### src/rtl/i2c_tgt_pkg.sv
package i2c_tgt_pkg;
  typedef enum logic [2:0] {
    ST_IDLE, ST_ADDR, ST_PHI, ST_PLO, ST_WDATA, ST_ACKO, ST_TX, ST_ACKI
  } tgt_state_t;
  localparam int BYTE_W = 8;
endpackage

### src/rtl/i2c_line_sync.sv
module i2c_line_sync #(
  parameter int STAGES = 2
) (
  input  logic clk,
  input  logic rst,
  input  logic scl_i,
  input  logic sda_i,
  output logic scl_s,
  output logic sda_s,
  output logic scl_rise,
  output logic scl_fall,
  output logic start_det,
  output logic stop_det
);
  logic [STAGES-1:0] scl_q, sda_q;
  logic scl_p, sda_p;

  always_ff @(posedge clk) begin
    if (rst) begin
      scl_q <= '1;
      sda_q <= '1;
      scl_p <= 1'b1;
      sda_p <= 1'b1;
    end else begin
      scl_q <= {scl_q[STAGES-2:0], scl_i};
      sda_q <= {sda_q[STAGES-2:0], sda_i};
      scl_p <= scl_q[STAGES-1];
      sda_p <= sda_q[STAGES-1];
    end
  end

  assign scl_s     = scl_q[STAGES-1];
  assign sda_s     = sda_q[STAGES-1];
  assign scl_rise  = scl_s & ~scl_p;
  assign scl_fall  = ~scl_s & scl_p;
  assign start_det = scl_s & scl_p & sda_p & ~sda_s;
  assign stop_det  = scl_s & scl_p & ~sda_p & sda_s;
endmodule

### src/rtl/i2c_reg_ptr.sv
module i2c_reg_ptr #(
  parameter int ADDR_W = 16
) (
  input  logic              clk,
  input  logic              rst,
  input  logic              ld_hi,
  input  logic              ld_lo,
  input  logic              inc,
  input  logic [7:0]        din,
  output logic [ADDR_W-1:0] ptr
);
  localparam int HI_W = ADDR_W - 8;

  always_ff @(posedge clk) begin
    if (rst)        ptr <= '0;
    else if (ld_hi) ptr[ADDR_W-1:8] <= din[HI_W-1:0];
    else if (ld_lo) ptr[7:0] <= din;
    else if (inc)   ptr <= ptr + 1'b1;
  end
endmodule

### src/rtl/i2c_reg_target.sv
module i2c_reg_target
  import i2c_tgt_pkg::*;
#(
  parameter logic [6:0] DEV_ADDR    = 7'h3A,
  parameter int         SYNC_STAGES = 2,
  parameter int         ADDR_W      = 16
) (
  input  logic              clk,
  input  logic              rst,
  input  logic              scl_i,
  input  logic              sda_i,
  output logic              sda_oe,
  output logic [ADDR_W-1:0] reg_addr,
  output logic [BYTE_W-1:0] reg_wdata,
  output logic              reg_we,
  output logic              reg_re,
  input  logic [BYTE_W-1:0] reg_rdata
);
  localparam int CNT_W = $clog2(BYTE_W + 1);
  localparam logic [CNT_W-1:0] LAST_BIT = CNT_W'(BYTE_W);

  logic scl_s, sda_s, scl_rise, scl_fall, start_det, stop_det;
  tgt_state_t state, after_ack;
  logic [BYTE_W-1:0] sr, rbuf;
  logic [CNT_W-1:0]  bitcnt;
  logic nack, fetch_pend, rd_cap, byte_done;
  logic ld_hi, ld_lo, ptr_inc;
  logic [ADDR_W-1:0] ptr;

  i2c_line_sync #(.STAGES(SYNC_STAGES)) u_sync (
    .clk(clk), .rst(rst), .scl_i(scl_i), .sda_i(sda_i),
    .scl_s(scl_s), .sda_s(sda_s), .scl_rise(scl_rise), .scl_fall(scl_fall),
    .start_det(start_det), .stop_det(stop_det)
  );

  assign byte_done = scl_fall && (bitcnt == LAST_BIT) && !start_det && !stop_det;
  assign ld_hi   = byte_done && (state == ST_PHI);
  assign ld_lo   = byte_done && (state == ST_PLO);
  assign ptr_inc = byte_done && ((state == ST_WDATA) || (state == ST_TX));

  i2c_reg_ptr #(.ADDR_W(ADDR_W)) u_ptr (
    .clk(clk), .rst(rst), .ld_hi(ld_hi), .ld_lo(ld_lo), .inc(ptr_inc),
    .din(sr), .ptr(ptr)
  );

  always_ff @(posedge clk) begin
    if (rst) begin
      state      <= ST_IDLE;
      after_ack  <= ST_IDLE;
      sr         <= '0;
      rbuf       <= '0;
      bitcnt     <= '0;
      nack       <= 1'b0;
      fetch_pend <= 1'b0;
      rd_cap     <= 1'b0;
      sda_oe     <= 1'b0;
      reg_addr   <= '0;
      reg_wdata  <= '0;
      reg_we     <= 1'b0;
      reg_re     <= 1'b0;
    end else begin
      reg_we <= 1'b0;
      reg_re <= 1'b0;
      rd_cap <= reg_re;
      if (rd_cap) rbuf <= reg_rdata;
      if (fetch_pend) begin
        reg_re     <= 1'b1;
        reg_addr   <= ptr;
        fetch_pend <= 1'b0;
      end
      if (start_det) begin
        state  <= ST_ADDR;
        bitcnt <= '0;
        sda_oe <= 1'b0;
      end else if (stop_det) begin
        state  <= ST_IDLE;
        sda_oe <= 1'b0;
      end else begin
        case (state)
          ST_ADDR, ST_PHI, ST_PLO, ST_WDATA: begin
            if (scl_rise) begin
              sr     <= {sr[BYTE_W-2:0], sda_s};
              bitcnt <= bitcnt + 1'b1;
            end else if (byte_done) begin
              bitcnt <= '0;
              if (state == ST_ADDR && sr[7:1] != DEV_ADDR) begin
                state <= ST_IDLE;
              end else begin
                sda_oe <= 1'b1;
                state  <= ST_ACKO;
                if (state == ST_ADDR) begin
                  after_ack <= sr[0] ? ST_TX : ST_PHI;
                  if (sr[0]) fetch_pend <= 1'b1;
                end else if (state == ST_PHI) begin
                  after_ack <= ST_PLO;
                end else begin
                  after_ack <= ST_WDATA;
                  if (state == ST_WDATA) begin
                    reg_we    <= 1'b1;
                    reg_wdata <= sr;
                    reg_addr  <= ptr;
                  end
                end
              end
            end
          end
          ST_ACKO: begin
            if (scl_fall) begin
              state  <= after_ack;
              bitcnt <= '0;
              if (after_ack == ST_TX) begin
                sr     <= rbuf;
                sda_oe <= ~rbuf[BYTE_W-1];
              end else begin
                sda_oe <= 1'b0;
              end
            end
          end
          ST_TX: begin
            if (scl_rise) begin
              bitcnt <= bitcnt + 1'b1;
            end else if (byte_done) begin
              sda_oe     <= 1'b0;
              state      <= ST_ACKI;
              fetch_pend <= 1'b1;
            end else if (scl_fall) begin
              sr     <= {sr[BYTE_W-2:0], 1'b0};
              sda_oe <= ~sr[BYTE_W-2];
            end
          end
          ST_ACKI: begin
            if (scl_rise) begin
              nack <= sda_s;
            end else if (scl_fall) begin
              if (nack) begin
                state <= ST_IDLE;
              end else begin
                sr     <= rbuf;
                sda_oe <= ~rbuf[BYTE_W-1];
                bitcnt <= '0;
                state  <= ST_TX;
              end
            end
          end
          default: ;
        endcase
      end
    end
  end
endmodule

### config.mk
export PLATFORM = sky130hd
export DESIGN_NAME = i2c_reg_target
export DESIGN_NICKNAME = d
export VERILOG_FILES = /design/src/rtl/i2c_tgt_pkg.sv /design/src/rtl/i2c_line_sync.sv /design/src/rtl/i2c_reg_ptr.sv /design/src/rtl/i2c_reg_target.sv
export SDC_FILE = /design/constraint.sdc
export NUM_CORES = 1
export LEC_CHECK = 0
export CORE_MARGIN = 3
export CORE_UTILIZATION = 52
export CTS_CLUSTER_DIAMETER = 120
export DETAILED_ROUTE_END_ITERATION = 8
export GPL_ROUTABILITY_DRIVEN = 0
export PLACE_DENSITY = 0.74
export SLEW_MARGIN = 10
export SYNTH_ARGS = -nofsm -noshare
export SYNTH_HDL_FRONTEND = slang
export SYNTH_SLANG_ARGS = --single-unit
### constraint.sdc
create_clock -name clk -period 2.1 [get_ports clk]
set_clock_uncertainty 0.05 [all_clocks]
set_input_delay 0.42 -clock clk [delete_from_list [all_inputs] [get_ports clk]]
set_output_delay 0.42 -clock clk [all_outputs]
set_load 0.05 [all_outputs]
==> reports/metrics.cfg <==
[status]
status=finished clean

[global_route]
grt_pass1_vias=3045
gr-total-overflow=0
track_usage_pct=21.6
grt_max_degree=29
grt.busiest_layer=met2
grt_pass1_wl_um=14500
grt_use_met2_pct=34.1
grt_util_met3_pct=3.75
antenna_found_initial=0
globalRouteMet1Util_pct=29.9

[logic_synthesis]
synth.distinct_cells=59
synth_area_per_cell_um2=8.59
synth_top_family_by_area=simple AND/OR/NAND/NOR gates
syn_nets=447
async_flop_share_pct=0
netlist.area_leader.share_pct=42.1
synth_xor_area_share_pct=2.36
synthCells=432
synth_seq_cells=78
netlist_top_cells_area=dfxtp_1 42%, mux2i_1 6.5%, a21oi_1 6.2%
synth_edf_count=0
synth_ff_type=dfxtp_1
synth_fa_ha_area_share_pct=1.01
synth_compound_area_share_pct=21.5
syn-cell-area_um2=3710
synthSimpleGateAreaFrac_pct=22.3
yosys.area.top_type=dfxtp_1
synthMuxAreaShare_pct=6.47
synth-seq-area-share_pct=42.1
ys_warn_count=0

[floorplan]
die-area_um2=8190
row_count=30
io_pins=39
fp.dieH_um=90.5
initial_core_util_pct=54.0
coreArea_um2=6870
die_w_um=90.5

[worst_setup_path]
cpMaxStageDelayCell=clkdlybuf4s50_1
path_buf_inv=1
critPathTopFamily=buffers and inverters
cp_cell_sequence=clkdlybuf4s50_1
worst-path-max-fanout=2
critPathMaxStageDelay_ns=0.81
required_ns=1.63
end_kind=output port
timing_worst_setup_path_type=flop to output port
crit_path_start_kind=flop
cp_data_arrival_time_ns=1.50

[layout]
final_core_util_pct=65.8
final_cell_mix=78 x dfxtp_1, 46 x a21oi_1, 41 x nor2_1
n_fill_cell=592
final_common_cell=dfxtp_1
drive_gt1_share_pct=13.9
fin_nets=498
areaGrowthSynthToFinish_pct=21.8
n_antenna_cell=0

[route]
num_vias=3362
antenna_left=0
first_iter_violations=303
wl_um=8760
drtPass1Iterations=5
via_per_inst=5.76
drcViolationCount=0
routedWlPerCell_um=15.0

[sta]
layout_min_cycle_time_ns=1.97
max-slew-margin-rel_pct=60.5
tightest_slew_ns=0.592
fin_crit_sh_pct=93.9
max_freq_mhz=507
setup-violations-final=0
rsz0062_at_grt=no
timing.hold.ws_ns=0.365
setup_tns_ns=0
final_hold_viol_count=0
slew_viol_final=0

[power_and_ir_drop]
p_leak_uw=0.00152
irDropWorstVdd_uv=385
p_per_area_nw_per_um2=631

[clock_network]
holdBufCountCts=0
cts_setup_buffers=0
cts_sinks=78
cts_tree=built
cts_made_buffers=9
clkTransAtPathRegs_ns=0.07
htreeDepth=3
insertion_delay_ns=0.35
cts_root_buffer=clkbuf_8
clockBufferDepth=2

[job]
max-cap-violations=0

[placed_design]
numPortBuffers=38
dpl.hpwl_um=6240

[min_path]
hold_class=flop to flop

-- through the flow --
| step | setup WS [ns] | instances | cell area, µm² | power [µW] |
|---|---|---|---|---|
| detailed placement | 0.0732 | 568 | 4300 | 1640 |
| floorplan | 0.290 | 432 | 3710 | 1600 |
| global placement | 0.163 | 568 | 4300 | 1640 |
| finish | 0.129 | 584 | 4520 | 2850 |
| global route | 0.0270 | 584 | 4520 | 2960 |
| CTS | 0.0668 | 584 | 4520 | 2870 |
-- repair_timing --
| action | 4_1_cts | 5_1_grt |
|---|---|---|
| hold endpoints to repair | 0 | 0 |
| setup endpoints to repair | 0 | 24 |
| resized for setup | 0 | 2 |
-- registers in the layout (all words and copies together), names as in the netlist, 2 cells and up --
register      cells
after_ack         3
u_ptr.ptr        16
reg_addr         16
sr                8
reg_wdata         8
bitcnt            4
state             3
rbuf              8
u_sync.sda_q      2
u_sync.scl_q      2
-- layout make-up --
class                      instances  area (µm²)  area share, %
clock inverter                     5        81.3           1.80
clock buffer                      11         141           3.13
tap                               96         120           2.66
timing repair buffer              68         601           13.3
multi-input combinational        321        2000           44.2
sequential                        78        1560           34.5
inverter                           5        18.8          0.415
-- metal layers --
layer / vias to the layer above / share of wire (%)
met4: 0 / 1.4
li1: 1662 / -
met2: 103 / 47
met3: 12 / 5.0
met5: - / 0
met1: 1585 / 47
-- synthesized netlist by cell type (2+ instances only) --
cell type / number
xor2_1: 9
a311oi_2: 2
nand3b_1: 4
a21oi_2: 2
o31ai_1: 2
ha_1: 3
nand3_1: 16
nor4_1: 2
mux2i_1: 24
a32oi_1: 3
dfxtp_1: 78
clkbuf_1: 18
nand2_1: 32
nor3b_1: 4
o22ai_1: 4
a21boi_0: 2
nand4_1: 7
and4_1: 2
buf_6: 2
buf_4: 3
nor3_1: 9
nor2b_1: 6
a21oi_1: 46
o21ai_0: 31
a311oi_1: 6
nor2_1: 42
or2_2: 8
and3_1: 4
a22oi_1: 3
inv_1: 5
buf_2: 5
a31oi_1: 2
nor3_2: 2
nand2b_1: 8
a211oi_1: 12
-- kinds of logic (layout without fill, tap and decap cells) --
| group | Yosys count | in the layout |
|---|---|---|
| mux | 24 | 24 |
| simple gates | 158 | 158 |
| buf+inv | 33 | 89 |
| fa+ha+maj | 3 | 3 |
| xor+xnor | 10 | 10 |
| flops | 78 | 78 |
| compound gates | 126 | 126 |
-- where the power goes --
| part | switching, µW | total, µW | internal (µW) |
|---|---|---|---|
| logic | 64.7 | 116 | 50.9 |
| registers | 7.94 | 1490 | 1480 |
| clock network | 539 | 1240 | 704 |
| total | 612 | 2850 | 2240 |
-- worst paths after layout --
path / from / end / slack (ns) / cells past startpoint
worst max-delay path: reg_wdata[6] / reg_wdata[6] / 0.13 / 1
worst min-delay path: u_sync.scl_q[0] / u_sync.scl_q[1] / 0.36 / 1
worst max register to register: u_sync.scl_p / sr[3] / 0.14 / 6
worst min register to register: u_sync.scl_q[0] / u_sync.scl_q[1] / 0.36 / 1
No activity file was read; power rests on OpenSTA's default activity.
